`src/rtl/vsw_pkg.sv`:
```
package vsw_pkg;

    typedef enum logic [2:0] {
        PH_IDLE  = 3'd0,
        PH_ON    = 3'd1,
        PH_DEMAG = 3'd2,
        PH_RING  = 3'd3,
        PH_FAULT = 3'd4
    } vsw_phase_e;

    function automatic int cnt_w(input int n);
        return (n < 2) ? 1 : $clog2(n + 1);
    endfunction

    function automatic int imax(input int a, input int b);
        return (a > b) ? a : b;
    endfunction

endpackage

```
`src/rtl/vsw_ontime.sv`:
```
module vsw_ontime
    import vsw_pkg::*;
#(
    parameter int LEB_CYC    = 38,
    parameter int MIN_ON_CYC = 38
) (
    input  logic clk,
    input  logic rst,
    input  logic active,
    input  logic pk_trip,
    input  logic oc_trip,
    output logic blank,
    output logic end_ok,
    output logic oc_hit
);
    localparam int CAP = imax(LEB_CYC, MIN_ON_CYC);
    localparam int TW  = cnt_w(CAP);

    logic [TW-1:0] tcnt;

    always_ff @(posedge clk) begin
        if (rst || !active) begin
            tcnt <= '0;
        end else if (tcnt != TW'(CAP)) begin
            tcnt <= tcnt + 1'b1;
        end
    end

    always_comb begin
        blank  = active && (tcnt < TW'(LEB_CYC));
        end_ok = active && !blank && (tcnt >= TW'(MIN_ON_CYC)) && pk_trip;
        oc_hit = active && !blank && oc_trip;
    end

    // a fresh on-phase always opens with the blanking window
    p_blank_opens_r3: assert property (@(posedge clk) disable iff (rst)
        (LEB_CYC > 0) && $rose(active) |-> blank);

endmodule

```
`src/rtl/vsw_valley.sv`:
```
module vsw_valley
    import vsw_pkg::*;
#(
    parameter int QW         = 8,
    parameter int ZC_TMO_CYC = 388
) (
    input  logic          clk,
    input  logic          rst,
    input  logic          arm,
    input  logic          zc,
    input  logic [QW-1:0] q_dly,
    output logic          valley,
    output logic          dead
);
    localparam int WW = cnt_w(ZC_TMO_CYC);

    logic          zc_q;
    logic          qact;
    logic [QW-1:0] qcnt;
    logic [WW-1:0] wcnt;
    logic          fall;

    assign fall = arm && zc_q && !zc;

    always_ff @(posedge clk) begin
        if (rst) zc_q <= 1'b1;
        else     zc_q <= zc;
    end

    always_ff @(posedge clk) begin
        if (rst || !arm) begin
            qact <= 1'b0;
            qcnt <= '0;
            wcnt <= '0;
        end else if (fall) begin
            qact <= 1'b1;
            qcnt <= '0;
            wcnt <= '0;
        end else begin
            if (qact) begin
                if (qcnt == q_dly) qact <= 1'b0;
                else               qcnt <= qcnt + 1'b1;
            end
            if (wcnt != WW'(ZC_TMO_CYC)) wcnt <= wcnt + 1'b1;
        end
    end

    assign valley = arm && qact && (qcnt == q_dly);
    assign dead   = arm && (wcnt == WW'(ZC_TMO_CYC));

    // once the ringing is declared gone it stays gone until a new edge or disarm
    p_dead_holds_r9: assert property (@(posedge clk) disable iff (rst)
        dead && arm && zc |=> dead || !arm);

endmodule

```
`src/rtl/vsw_cycle_timer.sv`:
```
module vsw_cycle_timer
    import vsw_pkg::*;
#(
    parameter int PW            = 16,
    parameter int QW            = 8,
    parameter int LEB_CYC       = 38,
    parameter int MIN_ON_CYC    = 38,
    parameter int MIN_DEMAG_CYC = 150,
    parameter int ZC_TMO_CYC    = 388,
    parameter int PER_FLOOR_CYC = 1563
) (
    input  logic          clk,
    input  logic          rst,
    input  logic          en,
    input  logic [PW-1:0] min_period,
    input  logic [QW-1:0] q_dly,
    input  logic          pk_trip,
    input  logic          oc_trip,
    input  logic          demag_end,
    input  logic          zc,
    output logic          drv,
    output logic          blank,
    output logic          fb_strobe,
    output logic          oc_fault,
    output logic          meas_valid,
    output logic [PW-1:0] demag_cnt,
    output logic [PW-1:0] period_cnt
);
    localparam logic [PW-1:0] FLOOR = PW'(PER_FLOOR_CYC);
    localparam logic [PW:0]   DMIN  = (PW+1)'(MIN_DEMAG_CYC);
    localparam logic [PW-1:0] CMAX  = '1;

    vsw_phase_e     ph;
    logic [PW-1:0]  pcnt, dcnt, dem_lat;
    logic [PW-1:0]  minp_eff;
    logic [PW:0]    pcnt_n, dcnt_n;
    logic           per_ok, dm_ok, on_end, oc_hit, valley, dead;

    vsw_ontime #(.LEB_CYC(LEB_CYC), .MIN_ON_CYC(MIN_ON_CYC)) u_ontime (
        .clk(clk), .rst(rst), .active(ph == PH_ON && en),
        .pk_trip(pk_trip), .oc_trip(oc_trip),
        .blank(blank), .end_ok(on_end), .oc_hit(oc_hit)
    );

    vsw_valley #(.QW(QW), .ZC_TMO_CYC(ZC_TMO_CYC)) u_valley (
        .clk(clk), .rst(rst), .arm(ph == PH_RING), .zc(zc), .q_dly(q_dly),
        .valley(valley), .dead(dead)
    );

    always_comb begin
        minp_eff = (min_period > FLOOR) ? min_period : FLOOR;
        pcnt_n   = {1'b0, pcnt} + 1'b1;
        dcnt_n   = {1'b0, dcnt} + 1'b1;
        per_ok   = pcnt_n >= {1'b0, minp_eff};
        dm_ok    = demag_end && (dcnt_n >= DMIN);
        drv      = en && (ph == PH_ON);
        oc_fault = (ph == PH_FAULT);
    end

    always_ff @(posedge clk) begin
        if (rst) begin
            ph         <= PH_IDLE;
            pcnt       <= '0;
            dcnt       <= '0;
            dem_lat    <= '0;
            fb_strobe  <= 1'b0;
            meas_valid <= 1'b0;
            demag_cnt  <= '0;
            period_cnt <= '0;
        end else begin
            fb_strobe  <= 1'b0;
            meas_valid <= 1'b0;
            if (pcnt != CMAX) pcnt <= pcnt + 1'b1;
            if (ph != PH_DEMAG)    dcnt <= '0;
            else if (dcnt != CMAX) dcnt <= dcnt + 1'b1;
            if (!en) begin
                ph <= PH_IDLE;
            end else begin
                unique case (ph)
                    PH_IDLE: begin
                        ph   <= PH_ON;
                        pcnt <= '0;
                    end
                    PH_ON: begin
                        if (oc_hit)      ph <= PH_FAULT;
                        else if (on_end) ph <= PH_DEMAG;
                    end
                    PH_DEMAG: begin
                        if (dm_ok) begin
                            ph        <= PH_RING;
                            fb_strobe <= 1'b1;
                            dem_lat   <= dcnt_n[PW-1:0];
                        end
                    end
                    PH_RING: begin
                        if ((valley || dead) && per_ok) begin
                            ph         <= PH_ON;
                            meas_valid <= 1'b1;
                            period_cnt <= pcnt_n[PW-1:0];
                            demag_cnt  <= dem_lat;
                            pcnt       <= '0;
                        end
                    end
                    PH_FAULT: ph <= PH_FAULT;
                    default:  ph <= PH_IDLE;
                endcase
            end
        end
    end

    // a dropped enable leaves the drive off on the following cycle too
    p_en_low_off_r2: assert property (@(posedge clk) disable iff (rst)
        !en |=> !drv || en);
    // blanking only exists while the switch is driven
    p_blank_in_on_r3: assert property (@(posedge clk) disable iff (rst)
        blank |-> drv);
    // an on-phase lasts more than one cycle unless the enable drops
    p_on_min_r4: assert property (@(posedge clk) disable iff (rst)
        $rose(drv) |=> drv || !en);
    // the fault latch keeps the drive off while enabled
    p_fault_hold_r5: assert property (@(posedge clk) disable iff (rst)
        oc_fault && en |=> oc_fault && !drv);
    // the sample strobe is a single-cycle pulse
    p_strobe_pulse_r6: assert property (@(posedge clk) disable iff (rst)
        fb_strobe |=> !fb_strobe);
    // no reported period is below the hard floor
    p_period_floor_r10: assert property (@(posedge clk) disable iff (rst)
        meas_valid |-> period_cnt >= FLOOR);
    // a measurement is reported together with a fresh drive rise
    p_meas_on_rise_r11: assert property (@(posedge clk) disable iff (rst)
        meas_valid && en |-> $rose(drv));

endmodule

```
`config.mk`:
```
export PLATFORM = sky130hd
export DESIGN_NAME = vsw_cycle_timer
export DESIGN_NICKNAME = d
export VERILOG_FILES = /design/src/rtl/vsw_pkg.sv /design/src/rtl/vsw_ontime.sv /design/src/rtl/vsw_valley.sv /design/src/rtl/vsw_cycle_timer.sv
export SDC_FILE = /design/constraint.sdc
export NUM_CORES = 1
export LEC_CHECK = 0
export ABC_AREA = 1
export ABC_CLOCK_PERIOD_IN_PS = 7000
export BUFFER_PORTS_ARGS = -buffer_cell sky130_fd_sc_hd__buf_2
export CAP_MARGIN = 20
export CORE_MARGIN = 2
export CORE_UTILIZATION = 30
export DETAILED_ROUTE_END_ITERATION = 7
export GPL_TIMING_DRIVEN = 0
export SLEW_MARGIN = 20
export SYNTH_ARGS = -nofsm -noshare
export SYNTH_HDL_FRONTEND = slang
export SYNTH_SLANG_ARGS = --single-unit
```
`constraint.sdc`:
```
create_clock -name clk -period 7 [get_ports clk]
set_clock_uncertainty 0.2 [all_clocks]
set_input_delay 1.4 -clock clk [delete_from_list [all_inputs] [get_ports clk]]
set_output_delay 1.4 -clock clk [all_outputs]
set_load 0.03 [all_outputs]
```
==> metrics <==
clk sink count=110; share of cells above drive strength 1=0.147; maxcap violations=0; post-CTS setup buffer count=0; initial antenna violation count=1; number of flops mapped to enable cells by yosys=0; Top FF cell, synth=dfxtp_1; later-pin clock latency in the skew report=0.36 ns; met3 routed WL=524 um; ANT nets after route=0; row count=50; Total GRT Usage=0.141; vias in the first global route=4733; Synth Area in Simple Gates=0.295; drt wl/cell=12.1 um; total negative setup slack=0 ns; # setup viols final=0; Die X=142 um; post-synthesis cell area=0.00571 mm2; Seq/Total Area, Yosys=0.386; post-CTS sizing=0; syn nets=between 800 and 900; Fmax=232 MHz; CP Cell Sequence=buf_2 -> nor4_1 -> nand2_1 -> nand3_1 -> nand2_1 -> inv_1 -> nor2_1 -> ha_1 -> inv_1 -> nor3_1 -> nand4_1 -> inv_1 -> nand3b_1 -> nand3_1 -> nand3_2 -> inv_2 -> buf_2 -> a21oi_1; status=finished, final reports clean; max_slew headroom=0.541; CP peak stage delay=0.33 ns; mux contribution to synthesized area=0; dpl ws=2.31 ns; synth unique cells=39; wl on met1=approximately 6.5 mm; Final Routed Wirelength=13.8 mm; clock root cell=clkbuf_16; Synth Area in XOR/XNOR=0.0414; Peak VDD IR=between 0.09 and 0.1 mV; Worst-Margin Slew=0.683 ns; I/O pin count=68; Num CTS Buffers=9; Die ar.=slightly above 0.02 mm2; count leader, synth=nand2_1; CP arrival=4.35 ns; Critical Path Fanout Max=10; asr flop ratio synth=0; startpoint types=input port; gate count of the mapped netlist=822; synthesized flop and latch total=110; first-pass GRT wire length=22.9 mm; hold crit path type=register to register; wire length on met2=between 6 and 7 mm; P_leak=between 3 and 4 nW; RSZ-0062 raised after global routing=no; highest metal used=met4; CTS tree=yes; Clock transition at path regs=0.09 ns; complex-gate fraction of the synthesized area=0.116; top post-synthesis cells by area=dfxtp_1, nand2_1, inv_1; Power Total=between 1 and 1.5 mW; nets=955; post-synthesis adder-cell area fraction=0.0526; area delta synth->final=16.6%; detailed-route via count=~5100; Slew Viols, Final=0; hold_buf cts=0; IO Port Bufs=67; crit path buf inv count=6; largest family of logic cells by synthesized area=simple AND/OR/NAND/NOR gates; final worst setup slack=between 2 and 3 ns; # DRC=0; Hold Fails Final Rpt=0; cell accounting for the most synthesized area=dfxtp_1; slowest cell on the critical path=ha_1; starting density of the core=0.305; Tcrit/Tclk final=0.616; largest net degree at the start of global routing=24; Chip Height=142 um; CP endpoint kind=register; total grt overflow=0; yosys warns=0; H-tree levels=3; final critical-path required period=4.31 ns; synth cell count leaders=nand2_1, inv_1, dfxtp_1; Synth top area share=0.386; DRT Pass-1 Iters=5; Mean Syn Cell Area=6.95 um2; CORE AREA=~0.019 mm2; delay-heaviest family, CP=simple AND/OR/NAND/NOR gates; Via density=4.49; kind of critical path=input port to register; PD cells=186 mW/mm2; HPWL Detailed=approximately 11 mm; clk buf depth=2; Final Wtd Congestion=0.881; Worst path most repeated cell=inv_1; drt initial violations=260; WP data required=between 7 and 8 ns
[tightest hold or removal path, cell delays in order (launching register included)]
cell and delay, ns:
dfxtp_1 0.30, inv_1 0.06, a21oi_1 0.06
[metal layers]
metal	vias up	track usage
met4	0	0.0395
met3	10	0.0266
met5	-	0
met1	2290	0.182
met2	73	0.241
li1	2742	-
[path summary, 6_finish.rpt]
path | end | slack, ns | cells past startpoint | from
max | period_cnt[7] | 2.69 | 18 | min_period[8]
min | demag_cnt[0] | 0.26 | 2 | dem_lat[0]
max reg2reg | period_cnt[7] | 2.89 | 17 | pcnt[0]
min reg2reg | demag_cnt[0] | 0.26 | 2 | dem_lat[0]
[power by group]
part           internal [mW]  total [mW]  leakage, nW  switching, mW
Combinational         0.0235      0.0629         2.12         0.0394
Sequential             0.628       0.631        0.887        0.00323
Clock                  0.263       0.545        0.154          0.282
[cell usage in the layout (no fill, tap or decap), drive strengths merged]
cell	instances
nand2	197
inv	147
dfxtp	110
nor2	108
a21oi	77
buf	76
nand3	30
o21ai	26
nand4	24
ha	24
clkbuf	17
nor3	16
xnor2	14
xor2	13
nor4	6
o21bai	3
clkinv	3
or2	2
a31oi	2
nor3b	2
o211ai	2
diode	1
and3	1
nand3b	1
and2	1
o22ai	1
a21boi	1
o21a	1
[stage by stage]
stage / utilization / instances / hold slack, ns / instance area [um2]
2_1_floorplan: - / 822 / 0.227 / 5710
3_3_place_gp: 0.339 / 1123 / 0.243 / 6340
3_5_place_dp: 0.339 / 1123 / 0.243 / 6340
4_1_cts: 0.356 / 1139 / 0.255 / 6660
5_1_grt: 0.356 / 1139 / 0.285 / 6660
6_report: 0.356 / 1140 / 0.256 / 6660
[kinds of logic after synthesis]
logic type / Yosys count
and+or+nand+nor: 388
AOI/OAI and AO/OA: 113
xor gates and xnor gates: 27
buffers and inverters: 160
adders and majority gates: 24
DFF: 110
[flip-flops by register name, indices dropped and copies added, names as in the netlist]
signal,count
pcnt,16
fb_strobe,1
period_cnt,16
dcnt,16
ph,3
meas_valid,1
u_ontime.tcnt,6
u_valley.qact,1
demag_cnt,16
dem_lat,16
u_valley.zc_q,1
u_valley.qcnt,8
u_valley.wcnt,9
[final cells by class]
cell class / instances / area (um2)
Fill cell: 1997 / 12000
Multi-Input combinational cell: 552 / 2880
Sequential cell: 110 / 2200
Inverter: 143 / 539
Timing Repair Buffer: 67 / 335
Tap cell: 234 / 293
Clock buffer: 9 / 225
Clock inverter: 7 / 93.8
Buffer: 17 / 88.8
Antenna cell: 1 / 2.50
Power figures use the tool's default switching activity.
